[src/rtl/mcell_store.sv]
module mcell_store #(
  parameter int N_GCLK = 3,
  parameter int N_OE   = 2
) (
  input  logic                        clk,
  input  logic                        rst_n,
  input  logic [2:0]                  mode,
  input  logic [1:0]                  dsel,
  input  logic [$clog2(N_GCLK+1)-1:0] cksel,
  input  logic                        ce_en,
  input  logic [1:0]                  arsel,
  input  logic                        ap_en,
  input  logic                        osel,
  input  logic                        fbsel,
  input  logic [2:0]                  oesel,
  input  logic                        xor_in,
  input  logic                        pt_data,
  input  logic                        pin_in,
  input  logic                        pt_b,
  input  logic [N_GCLK-1:0]           gclk,
  input  logic                        pt_clk,
  input  logic                        pt_ce,
  input  logic                        gclr,
  input  logic                        pt_ar,
  input  logic                        pt_ap,
  input  logic [N_OE-1:0]             oe_pin,
  input  logic                        pt_oe,
  output logic                        pin_out,
  output logic                        pin_oe,
  output logic                        fb_out
);
  localparam int CKW = $clog2(N_GCLK+1);
  localparam logic [2:0] M_D = 3'd0, M_T = 3'd1, M_JK = 3'd2, M_SR = 3'd3, M_LAT = 3'd4;

  logic q_reg, ck_prev, ck_now, din, nxt, q_eff;

  wire use_pt  = (cksel >= CKW'(N_GCLK));
  wire ck_ok   = use_pt | ~ce_en | pt_ce;
  wire is_lat  = (mode == M_LAT);
  wire rise    = ck_now & ~ck_prev & ck_ok & ~is_lat;
  wire open_l  = is_lat & ck_now & ck_ok;
  wire ar_now  = (arsel[0] & gclr) | (arsel[1] & pt_ar);
  wire ap_now  = ap_en & pt_ap;

  always_comb begin
    ck_now = pt_clk;
    for (int i = 0; i < N_GCLK; i++)
      if (cksel == CKW'(i)) ck_now = gclk[i];
  end

  always_comb begin
    case (dsel)
      2'd1:    din = pt_data;
      2'd2:    din = pin_in;
      default: din = xor_in;
    endcase
  end

  always_comb begin
    case (mode)
      M_D:  nxt = din;
      M_T:  nxt = q_reg ^ din;
      M_JK: nxt = (din & pt_b) ? ~q_reg : din ? 1'b1 : pt_b ? 1'b0 : q_reg;
      M_SR: nxt = (din & pt_b) ? q_reg : din ? 1'b1 : pt_b ? 1'b0 : q_reg;
      default: nxt = q_reg;
    endcase
  end

  always_ff @(posedge clk or negedge rst_n) begin
    if (!rst_n) begin
      q_reg   <= 1'b0;
      ck_prev <= 1'b0;
    end else begin
      ck_prev <= ck_now;
      if (ar_now)      q_reg <= 1'b0;
      else if (ap_now) q_reg <= 1'b1;
      else if (open_l) q_reg <= din;
      else if (rise)   q_reg <= nxt;
    end
  end

  assign q_eff   = ar_now ? 1'b0 : ap_now ? 1'b1 : open_l ? din : q_reg;
  assign pin_out = osel  ? q_eff : xor_in;
  assign fb_out  = fbsel ? q_eff : xor_in;

  always_comb begin
    case (oesel)
      3'd0:    pin_oe = 1'b1;
      3'd2:    pin_oe = oe_pin[0];
      3'd3:    pin_oe = oe_pin[N_OE-1];
      3'd4:    pin_oe = pt_oe;
      default: pin_oe = 1'b0;
    endcase
  end

  assert_clear_wins_R9: assert property (@(posedge clk) disable iff (!rst_n)
    ar_now |=> !q_reg);
  assert_set_stored_R9: assert property (@(posedge clk) disable iff (!rst_n)
    (ap_now && !ar_now) |=> q_reg);
  assert_gated_edge_R8: assert property (@(posedge clk) disable iff (!rst_n)
    (!use_pt && ce_en && !pt_ce && !is_lat && !ar_now && !ap_now) |=> $stable(q_reg));
  assert_d_capture_R2: assert property (@(posedge clk) disable iff (!rst_n)
    (mode == M_D && rise && !ar_now && !ap_now) |=> (q_reg == $past(din)));
  assert_t_toggle_R3: assert property (@(posedge clk) disable iff (!rst_n)
    (mode == M_T && rise && din && !ar_now && !ap_now) |=> (q_reg != $past(q_reg)));
  assert_sr_hold_R5: assert property (@(posedge clk) disable iff (!rst_n)
    (mode == M_SR && rise && din && pt_b && !ar_now && !ap_now) |=> $stable(q_reg));
  assert_no_edge_R2: assert property (@(posedge clk) disable iff (!rst_n)
    (!ck_now && !ar_now && !ap_now) |=> $stable(q_reg));
endmodule

[config.mk]
export PLATFORM = sky130hd
export DESIGN_NAME = mcell_store
export DESIGN_NICKNAME = d
export VERILOG_FILES = /design/src/rtl/mcell_store.sv
export SDC_FILE = /design/constraint.sdc
export NUM_CORES = 1
export LEC_CHECK = 0
export BUFFER_PORTS_ARGS = -buffer_cell sky130_fd_sc_hd__buf_2
export CAP_MARGIN = 40
export CORE_AREA = 2 2 39 41
export CTS_CLUSTER_SIZE = 12
export DETAILED_ROUTE_END_ITERATION = 8
export DIE_AREA = 0 0 41 43
export PLACE_DENSITY = 0.67
export SYNTH_ARGS = -nofsm -noshare
export SYNTH_HDL_FRONTEND = slang
export SYNTH_SLANG_ARGS = --single-unit
[constraint.sdc]
create_clock -name clk -period 2.32 [get_ports clk]
set_clock_uncertainty 0.05 [all_clocks]
set_input_delay 0.348 -clock clk [delete_from_list [all_inputs] [get_ports clk]]
set_output_delay 0.348 -clock clk [all_outputs]
set_load 0.05 [all_outputs]
Word-level counts from Yosys, hierarchy flattened
Cells that the tools add are included.
Widths: inputs -> output; s select.
{ "totals": {"regBits": 2, "input_bits": 33, "out_inout_bits": 3, "wordCells": 57} }
{ "op_classes": {"n_lt_le_gt_ge": 1, "eq_ne": 12, "mux": 19, "bitwise_logic": 17, "n_reduce_logical": 6} }
{ "op_table": {"columns": ["cell", "count"], "rows": [
  ["$mux 1", 16],
  ["$eq 3x2->1 const B", 4],
  ["$and 1x1->1", 9],
  ["$pmux 1 s4", 2],
  ["$reduce_bool 7->1", 1],
  ["$eq 3x3->1 const B", 2],
  ["$logic_not 3->1", 2],
  ["$ne 5x5->1 const B", 1],
  ["$eq 2x1->1 const B", 2],
  ["$eq 2x2->1 const B", 2],
  ["$not 1->1", 4],
  ["$reduce_bool 4->1", 1],
  ["$eq 3x1->1 const B", 1],
  ["$or 1x1->1", 3],
  ["$reduce_and 3->1", 1],
  ["$ge 2x2->1 const B", 1],
  ["$logic_not 2->1", 1],
  ["$pmux 1 s2", 1],
  ["$xor 1x1->1", 1]
]} }

Longest topological paths before layout
Gate-level depths: netlist (run 1).
{ "depth": {"depth_word": 11, "ltp_mapped": 6, "depth_no_buf": 6} }

Least setup slack after synthesis (run 1)
Ideal clock, no wire load.
{ "synth_timing": {"path_type": "input to output", "start": "input cksel[0]", "end": "output fb_out", "arrival_time_ps": 1943, "setup_slack_ps": -21, "path_stages": 4, "path_cell_list": "mux4_2 -> o2111a_2 -> mux2i_1 -> o22ai_1"} }
{ "synth_via": {"elab_chain_cells": 10, "word_cells_on_any_way": 15, "classes_between": "order compare (1); eq/ne (2); mux (7); bitwise (4); reduce/logical (1)"} }
{ "synth_rtl": {"columns": ["element", "line", "text"], "rows": [
  ["start: declaration", "9", "input logic [$clog2(N_GCLK+1)-1:0] cksel,"],
  ["$logic_not 2->1", "48", "if (cksel == CKW'(i)) ck_now = gclk[i];"],
  ["$mux 1 (3 in series)", "48", null],
  ["$and 1x1->1", "41", "wire open_l = is_lat & ck_now & ck_ok;"],
  ["$and 1x1->1 (*)", "41", null],
  ["$mux 1 (*) (3 in series)", "82", "assign q_eff = ar_now ? 1'b0 : ap_now ? 1'b1 : open_l ? din : q_reg;"],
  ["$mux 1 (*)", "84", "assign fb_out = fbsel ? q_eff : xor_in;"],
  ["end: declaration", "30", "output logic fb_out"]
]} }
Every way passes the cells marked *; elsewhere a longest branch is shown, timed or not.

Final worst setup path (run 1)
{ "layout_timing": {"start": "input cksel[0]", "end": "output pin_out"} }
{ "layout_via": {"elab_chain_cells": 10, "word_cells_on_any_way": 15, "classes_between": "order compare (1); eq/ne (2); mux (7); bitwise (4); reduce/logical (1)"} }
{ "layout_rtl": {"columns": ["element", "line", "text"], "rows": [
  ["$logic_not 2->1", "48", null],
  ["$mux 1 (2 in series)", "48", null],
  ["$mux 1 (*)", "48", null],
  ["named net ck_now", "35", "logic q_reg, ck_prev, ck_now, din, nxt, q_eff;"],
  ["$and 1x1->1 (*) (2 in series)", "41", null],
  ["$mux 1 (*) (3 in series)", "82", null],
  ["$mux 1 (*)", "83", "assign pin_out = osel ? q_eff : xor_in;"],
  ["end: declaration", "28", "output logic pin_out,"]
]} }
Mark *: on every way through the listed nets, which the timed path passes. The rest lies on a longest branch.

==> results.toml, run 1 <==
[critical_path]
worstReg2RegEnd = "q_reg"
reg2reg_depth = 4
crit_path_end_kind = "output pin"
crit_path_max_fanout = 3
worstSetupPathType = "in -> out"
crit_path_start = "cksel[0]"
arrival_ps = 1710
worstReg2RegStart = "q_reg"
r2r_slack_ps = 960
startpoint_type = "input port"
crit_required_ps = 1920

[logic_synthesis]
synth_area_per_cell_um2 = 7.72
synthArstFlopShare_pct = 100
synth_top_flop_cell = "dfrtp_1"
synthXorXnorAreaFrac_pct = 0
synth_area_leaders = "dfrtp_1 14%, inv_1 7.4%, ha_1 7.0%, mux4_2 6.3%, nand2b_1 5.3%"
syn-num-nets = 81
ys_ff_latch = 2
synth_compound_area_share_pct = 33.1
synth.yosys.warnings = 0
synth_cell_types = 28
yosysSeqAreaShare_pct = 14.1
synth_edf_count = 0
synth_top_family_by_area = "compound AO/OA/AOI/OAI gates"
netlist_area_um2 = 355
synthSimpleGateAreaFrac_pct = 26.1
synthMuxAreaShare_pct = 12.3
synth_top_area_cell = "dfrtp_1"
synth_top_area_share_pct = 14.1
synth_fa_ha_area_share_pct = 7.04
synth_cells = 46

[place]
dp.final_hpwl_um = 790
port_buffers = 35
pre_cts_slack_ps = 155
dp.cells = 97
gp_congestion = 0.767

[power]
p_per_area_nw_per_um2 = 387
p_clk_share_pct = 35.1
switching_share_pct = 35.1
seqPwrFrac_pct = 18.4
p_int_uw = 148
power.ir.vdd_worst_v = 0.000138
p_total_uw = 228
p_sw_uw = 80.0
pwr-share-comb_pct = 46.4
p_leak_uw = 0.000331

[detailed_routing]
first_iter_violations = 4
via_count = 484
route.detailed.drc = 0
viasPerCell = 4.79
wl_per_cell_um = 9.08
ant_nets = 0
routed_wl_um = 917
firstDrtPassIters = 4

[sta]
rsz0062_at_grt = "false"
maxSlewHeadroom_pct = 75.9
post-route-period-util_pct = 90.9
worst_hold_slack_ps = 377
tightest_slew_ps = 353
setup_viol = 0
drv_slew = 0
min_period_ps = 2110
max_freq_ghz = 0.474
hold_viol_final = 0
setup_ws_ps = 210

[die]
die_width_um = 41
io_pins = 36
start_util_pct = 25.7
fp-row-count = 14
die_area_um2 = 1760
fp.coreArea_um2 = 1380
fp.dieH_um = 43

[final_layout]
drive_gt1_share_pct = 51.8
fin_cells = 101
layout.nets = 122
fillers = 147
finish.utilization_pct = 42.6
antennaDiodeCount = 0
area_delta_synth_final_pct = 65.8
final_cell_mix = "35 x buf_2, 7 x inv_1, 4 x nand2_1"
regArea_um2 = 50.0
multi_input_area_um2 = 285
final_common_cell = "buf_2"

[global_routing]
antenna_found_initial = 0
grt_remaining_overflow = 0
grt_pass1_wl_um = 1390
grt_max_degree = 6
use_met2_pct = 19.4
grt_use_met3_pct = 1.57
use_met1_pct = 11.8
first_global_vias = 409
grt_use_total_pct = 10.8
grt-busiest-layer = "met2"

[clocking]
cts_sinks = 2
root_buffer = "clkbuf_4"
h-tree-depth = 1
cts_tree = "done"
numCtsBuffers = 3
clkLatencyLatePin_ps = 230
clockBufferDepth = 2
post_cts_buffers = 0
path_clk_slew_ps = 30

[job]
cap_violations = 0

[min_path]
hp-class = "in -> async"

[status]
status = "finished, final reports clean"
logic make-up after synthesis:
family | Yosys count
flops | 2
buf+inv | 7
compound gates | 15
simple gates | 17
mux | 3
fa+ha+maj | 2
layout make-up:
cell class                 instances  share of cell area [%]
inverter                           7                    4.46
clock buffer                       3                    3.82
sequential                         2                    8.49
timing repair buffer              36                    31.4
tap                               16                    3.40
multi-input combinational         37                    48.4
layer usage:
metal  wire length, um  up-vias
met5                 0        -
met3                62        0
li1                  -      252
met2               472       17
met1               382      215
met4                 0        0
cell usage after synthesis (2+ instances only):
library cell,count
ha_1,2
o22ai_1,2
nand2b_1,3
a21oi_1,2
inv_1,7
a221oi_1,2
nand2_1,4
nor2_1,3
dfrtp_1,2
repair_timing:
action                                  CTS  global route
resized for setup                         0             1
endpoints found under the hold margin     2             0
endpoints found under the setup margin    0             2
hold buffers                              1             0
critical path: stages:
cell	delay, ps
buf_2	90
mux4_2	520
o2111a_2	190
mux2i_1	140
o22ai_1	130
buf_2	280
power by group through the flow:
stage | clock [uW] | sequential [uW] | combinational [uW]
2_1_floorplan | 0 | 41.3 | 62.6
3_3_place_gp | 0 | 42.4 | 101
3_5_place_dp | 0 | 41.9 | 104
4_1_cts | 85.5 | 41.9 | 105
5_1_grt | 85.0 | 42.4 | 119
6_report | 80.2 | 42.1 | 106
stage by stage:
step | setup TNS, ps | cell area, um^2
6_report | 0 | 589
5_1_grt | 0 | 589
4_1_cts | 0 | 583
3_5_place_dp | 0 | 551
3_3_place_gp | 0 | 551
2_1_floorplan | -42.0 | 355
worst max-delay path by stage:
stage / to / slack [ps]
after global routing: pin_out / 90
after CTS: pin_out / 160
final: pin_out / 210
after global placement: pin_out / 200
after floorplan: fb_out / -20
after detailed placement: pin_out / 150
Note: power is estimated with default switching activity, not from simulation.
==> inputs of run 2 (changes only) <==
==> constraint.sdc (replaced) <==
create_clock -name clk -period 2.32 [get_ports clk]
set_clock_uncertainty 0.05 [all_clocks]
set_input_delay 0.232 -clock clk [delete_from_list [all_inputs] [get_ports clk]]
set_output_delay 0.232 -clock clk [all_outputs]
set_load 0.05 [all_outputs]
==> run 2 against run 1 <==
  * Cell area is 1.1% lower
  * Final cell count stayed put
  * Clock-buffer cell count stayed put
  * Die area stayed put
  * Maximum frequency is 10% higher
  * Critical path depth is 2 higher
  * Highest routed layer unchanged
  * Critical path type unchanged
  * Core utilization is 0.45 points lower
  * Global-route usage is 0.50 points higher
  * Critical endpoint is now fb_out
  * Clock power is 0.5% lower
  * Worst setup slack better by 190 ps
==> results.toml, run 2 (synthesis gave the netlist of run 1 again) <==
[critical_path]
crit_path_max_fanout = 3
arrival_ps = 1630
crit_chain = "buf_2 > inv_1 > ha_1 > a221oi_1 > o21ai_0 > mux2i_1 > o22ai_1 > buf_2"
critPathSlowestCell = "a221oi_1"
crit_family = "compound AO/OA/AOI/OAI gates"
crit_path_end_kind = "output pin"
worstSetupPathType = "in -> out"
cp.buffers_inverters = 3
startpoint_type = "input port"
cp_common_cell = "buf_2"
crit_required_ps = 2040
critical-path-max-stage-delay_ps = 320

[sta]
worst_hold_slack_ps = 258
drv_slew = 0
min_period_ps = 1920
maxSlewHeadroom_pct = 75.7
tns_ps = 0
setup_viol = 0
rsz0062_at_grt = "false"
max_freq_ghz = 0.522
hold_viol_final = 0
post-route-period-util_pct = 82.6
tightest_slew_ps = 355

[clocking]
cts_sinks = 2
root_buffer = "clkbuf_4"
path_clk_slew_ps = 30
h-tree-depth = 1
clkLatencyLatePin_ps = 230
post_cts_buffers = 0
numCtsBuffers = 3
cts_tree = "done"
clockBufferDepth = 2

[detailed_routing]
viasPerCell = 4.87
wl_per_cell_um = 9.17
first_iter_violations = 8
via_count = 492
firstDrtPassIters = 4
route.detailed.drc = 0
ant_nets = 0
routed_wl_um = 926

[final_layout]
finish.utilization_pct = 42.1
design_area_um2 = 583
drive_gt1_share_pct = 50.6
layout.nets = 122
final_cell_mix = "35 x buf_2, 7 x inv_1, 4 x nand2_1"
antennaDiodeCount = 0
area_delta_synth_final_pct = 64.1
final_common_cell = "buf_2"

[power]
p_int_uw = 147
pwr-share-comb_pct = 46.1
p_leak_uw = 0.000328
seqPwrFrac_pct = 18.6
switching_share_pct = 34.8
power.ir.vdd_worst_v = 0.000137
p_sw_uw = 78.7
p_per_area_nw_per_um2 = 387
p_clk_share_pct = 35.3

[die]
die_width_um = 41
die_area_um2 = 1760
io_pins = 36
start_util_pct = 25.7
fp-row-count = 14
fp.dieH_um = 43
fp.coreArea_um2 = 1380

[global_routing]
grt_pass1_wl_um = 1460
grt_max_degree = 6
first_global_vias = 437
antenna_found_initial = 0
grt_remaining_overflow = 0
grt_use_total_pct = 11.3

[place]
port_buffers = 35
dp.final_hpwl_um = 809
gp_congestion = 0.765
placed_area_um2 = 551

[min_path]
hp-class = "in -> reg"

[job]
cap_violations = 0

[status]
status = "finished, final reports clean"
run 2: cell counts in the layout (fill, tap and decap cells not counted):
Identical to the previous run, type by type.
run 2: worst min-delay path, cell delays in order:
cell and delay (ps):
buf_2 70, a22oi_1 80, inv_1 70, a211oi_1 40
run 2: timing repair:
item,CTS,global route
endpoints found under the hold margin,2,0
hold buffers,1,0
gates resized for setup,0,0
run 2: routing by layer:
metal	part of all wire, %	track usage, %
met3	6.5	1.57
met2	54	20.9
met1	39	11.8
met5	0	0
met4	0	4.00
run 2: final cells by class:
type	instances	area (um^2)
Tap cell	16	20.0
Fill cell	152	801
Clock buffer	3	22.5
Inverter	7	26.3
Timing Repair Buffer	36	185
Multi-Input combinational cell	37	279
Sequential cell	2	50.0
run 2: per-stage QoR:
stage / setup WS [ps] / cells / power (uW)
2_1_floorplan: 211 / 46 / 104
3_3_place_gp: 434 / 97 / 144
3_5_place_dp: 395 / 97 / 146
4_1_cts: 391 / 101 / 233
5_1_grt: 226 / 101 / 245
6_report: 403 / 101 / 226
run 2: power by group through the flow:
stage	Clock [uW]	Combinational [uW]	Sequential, uW
after floorplan	0	62.6	41.3
after global placement	0	101	42.4
after detailed placement	0	104	41.9
after CTS	85.4	105	41.9
after global routing	84.7	118	42.3
final	79.8	104	42.0
run 2: path summary, 6_finish.rpt:
check	from	endpoint	slack [ps]	cells past startpoint
worst max register to register	q_reg	q_reg	970	4
worst max-delay path	dsel[0]	fb_out	400	8
worst min-delay path	pt_ar	q_reg	260	4
worst min register to register	q_reg	q_reg	650	2
min in group asynchronous	rst_n	q_reg	270	2
max in group asynchronous	rst_n	ck_prev	1850	2
==> inputs of run 3 (changes only) <==
==> constraint.sdc (replaced) <==
create_clock -name clk -period 2 [get_ports clk]
set_clock_uncertainty 0.05 [all_clocks]
set_input_delay 0.2 -clock clk [delete_from_list [all_inputs] [get_ports clk]]
set_output_delay 0.2 -clock clk [all_outputs]
set_load 0.05 [all_outputs]
==> run 3 against run 2 <==
  * Total power is 16% higher
  * Sequential power is 16% higher
  * Critical path depth down 2
  * Core utilization up 0.45 points
  * Wire length is 1.5% lower
  * Worst setup slack worse by 220 ps
  * Die area is the same
  * Clock-buffer cell count unchanged
  * Critical endpoint is now pin_out
==> results.toml, run 3 (synthesis gave the netlist of run 1 again) <==
[status]
status = "finished, final reports clean"

[critical_path]
startpoint_type = "input port"
worstReg2RegStart = "q_reg"
reg2reg_depth = 4
arrival_ps = 1560
r2r_slack_ps = 640
cp.buffers_inverters = 2
worstReg2RegEnd = "q_reg"
crit_path_end_kind = "output pin"
crit_family = "multiplexers"
critical-path-max-stage-delay_ps = 520
critPathSlowestCell = "mux4_2"
crit_chain = "buf_2 > mux4_2 > o2111a_2 > mux2i_1 > o22ai_1 > buf_2"
cp_common_cell = "buf_2"
worstSetupPathType = "in -> out"
crit_required_ps = 1750
crit_path_max_fanout = 3

[final_layout]
final_common_cell = "buf_2"
area_delta_synth_final_pct = 65.8
final_cell_mix = "35 x buf_2, 7 x inv_1, 4 x nand2_1"
antennaDiodeCount = 0
layout.nets = 122
drive_gt1_share_pct = 51.8

[global_routing]
grt_use_total_pct = 11.5
grt_max_degree = 6
antenna_found_initial = 0
first_global_vias = 422
grt_pass1_wl_um = 1470
grt_remaining_overflow = 0

[clocking]
cts_sinks = 2
clkLatencyLatePin_ps = 230
root_buffer = "clkbuf_4"
post_cts_buffers = 0
h-tree-depth = 1
clockBufferDepth = 2
cts_tree = "done"
path_clk_slew_ps = 30
numCtsBuffers = 3

[power]
p_total_uw = 262
p_per_area_nw_per_um2 = 444
p_leak_uw = 0.000331
power.ir.vdd_worst_v = 0.000167

[sta]
hold_viol_final = 0
setup_viol = 0
tightest_slew_ps = 356
maxSlewHeadroom_pct = 75.6
post-route-period-util_pct = 90.6
drv_slew = 0
setup_ws_ps = 188
min_period_ps = 1810
max_freq_ghz = 0.552
tns_ps = 0
rsz0062_at_grt = "false"

[detailed_routing]
route.detailed.drc = 0
first_iter_violations = 6
wl_per_cell_um = 9.03
routed_wl_um = 912
firstDrtPassIters = 4
viasPerCell = 4.69
via_count = 474
ant_nets = 0

[die]
die_width_um = 41
fp.dieH_um = 43
start_util_pct = 25.7
fp.coreArea_um2 = 1380
fp-row-count = 14
io_pins = 36
die_area_um2 = 1760

[job]
cap_violations = 0

[place]
port_buffers = 35
dp.final_hpwl_um = 805
gp_congestion = 0.771
pre_cts_slack_ps = 119

[min_path]
hp-class = "in -> async"
## run 3: cell counts in the layout (fill, tap and decap cells not counted)
Identical to the previous run, type by type.
## run 3: how the worst max path moves through the flow
| stage | start | end | slack [ps] | depth (start not counted) |
|---|---|---|---|---|
| 6_report | cksel[0] | pin_out | 190 | 6 |
| 2_1_floorplan | cksel[0] | fb_out | -40 | 4 |
| 4_1_cts | dsel[0] | pin_out | 170 | 8 |
| 3_5_place_dp | dsel[0] | q_reg | 120 | 7 |
| 3_3_place_gp | dsel[0] | q_reg | 190 | 7 |
| 5_1_grt | cksel[0] | pin_out | 70 | 6 |
## run 3: report_power, final
group	internal, uW	switching [uW]	leakage [uW]	total [uW]
clock network	66.4	24.2	0.0000138	90.6
logic	59.6	62.8	0.000292	122
registers	45.7	3.09	0.0000245	48.8
## run 3: worst register-to-register path, delay by kind of cell, from the launching register on
kind,cells,cell delay [ps]
multiplexers,1,250
AND/OR/NAND/NOR,1,90
flip-flops,1,360
AO/OA/AOI/OAI,2,510
## run 3: what timing repair did
action / 4_1_cts / 5_1_grt
hold buffers: 1 / 0
hold endpoints to repair: 2 / 0
gates resized for setup: 0 / 1
setup endpoints to repair: 0 / 2
## run 3: routing by layer
| layer | wire [um] | GRT usage [%] |
|---|---|---|
| met5 | 0 | 0 |
| met4 | 0 | 5.33 |
| met3 | 73 | 1.57 |
| met2 | 451 | 19.1 |
| met1 | 386 | 13.8 |
## run 3: final cells by class
cell class,instances,area (um^2)
clock buffers,3,22.5
fillers,147,795
inverters,7,26.3
multi-input cells,37,285
flip-flops and latches,2,50.0
well taps,16,20.0
repair buffers,36,185
## run 3: per-stage QoR
stage / utilization (%) / hold WS [ps] / cells / instance area, um^2
floorplan: - / -146 / 46 / 355
global placement: 39.8 / -63.9 / 97 / 551
detailed placement: 39.8 / -62.5 / 97 / 551
CTS: 42.1 / 237 / 101 / 583
global route: 42.6 / 245 / 101 / 589
finish: 42.6 / 237 / 101 / 589
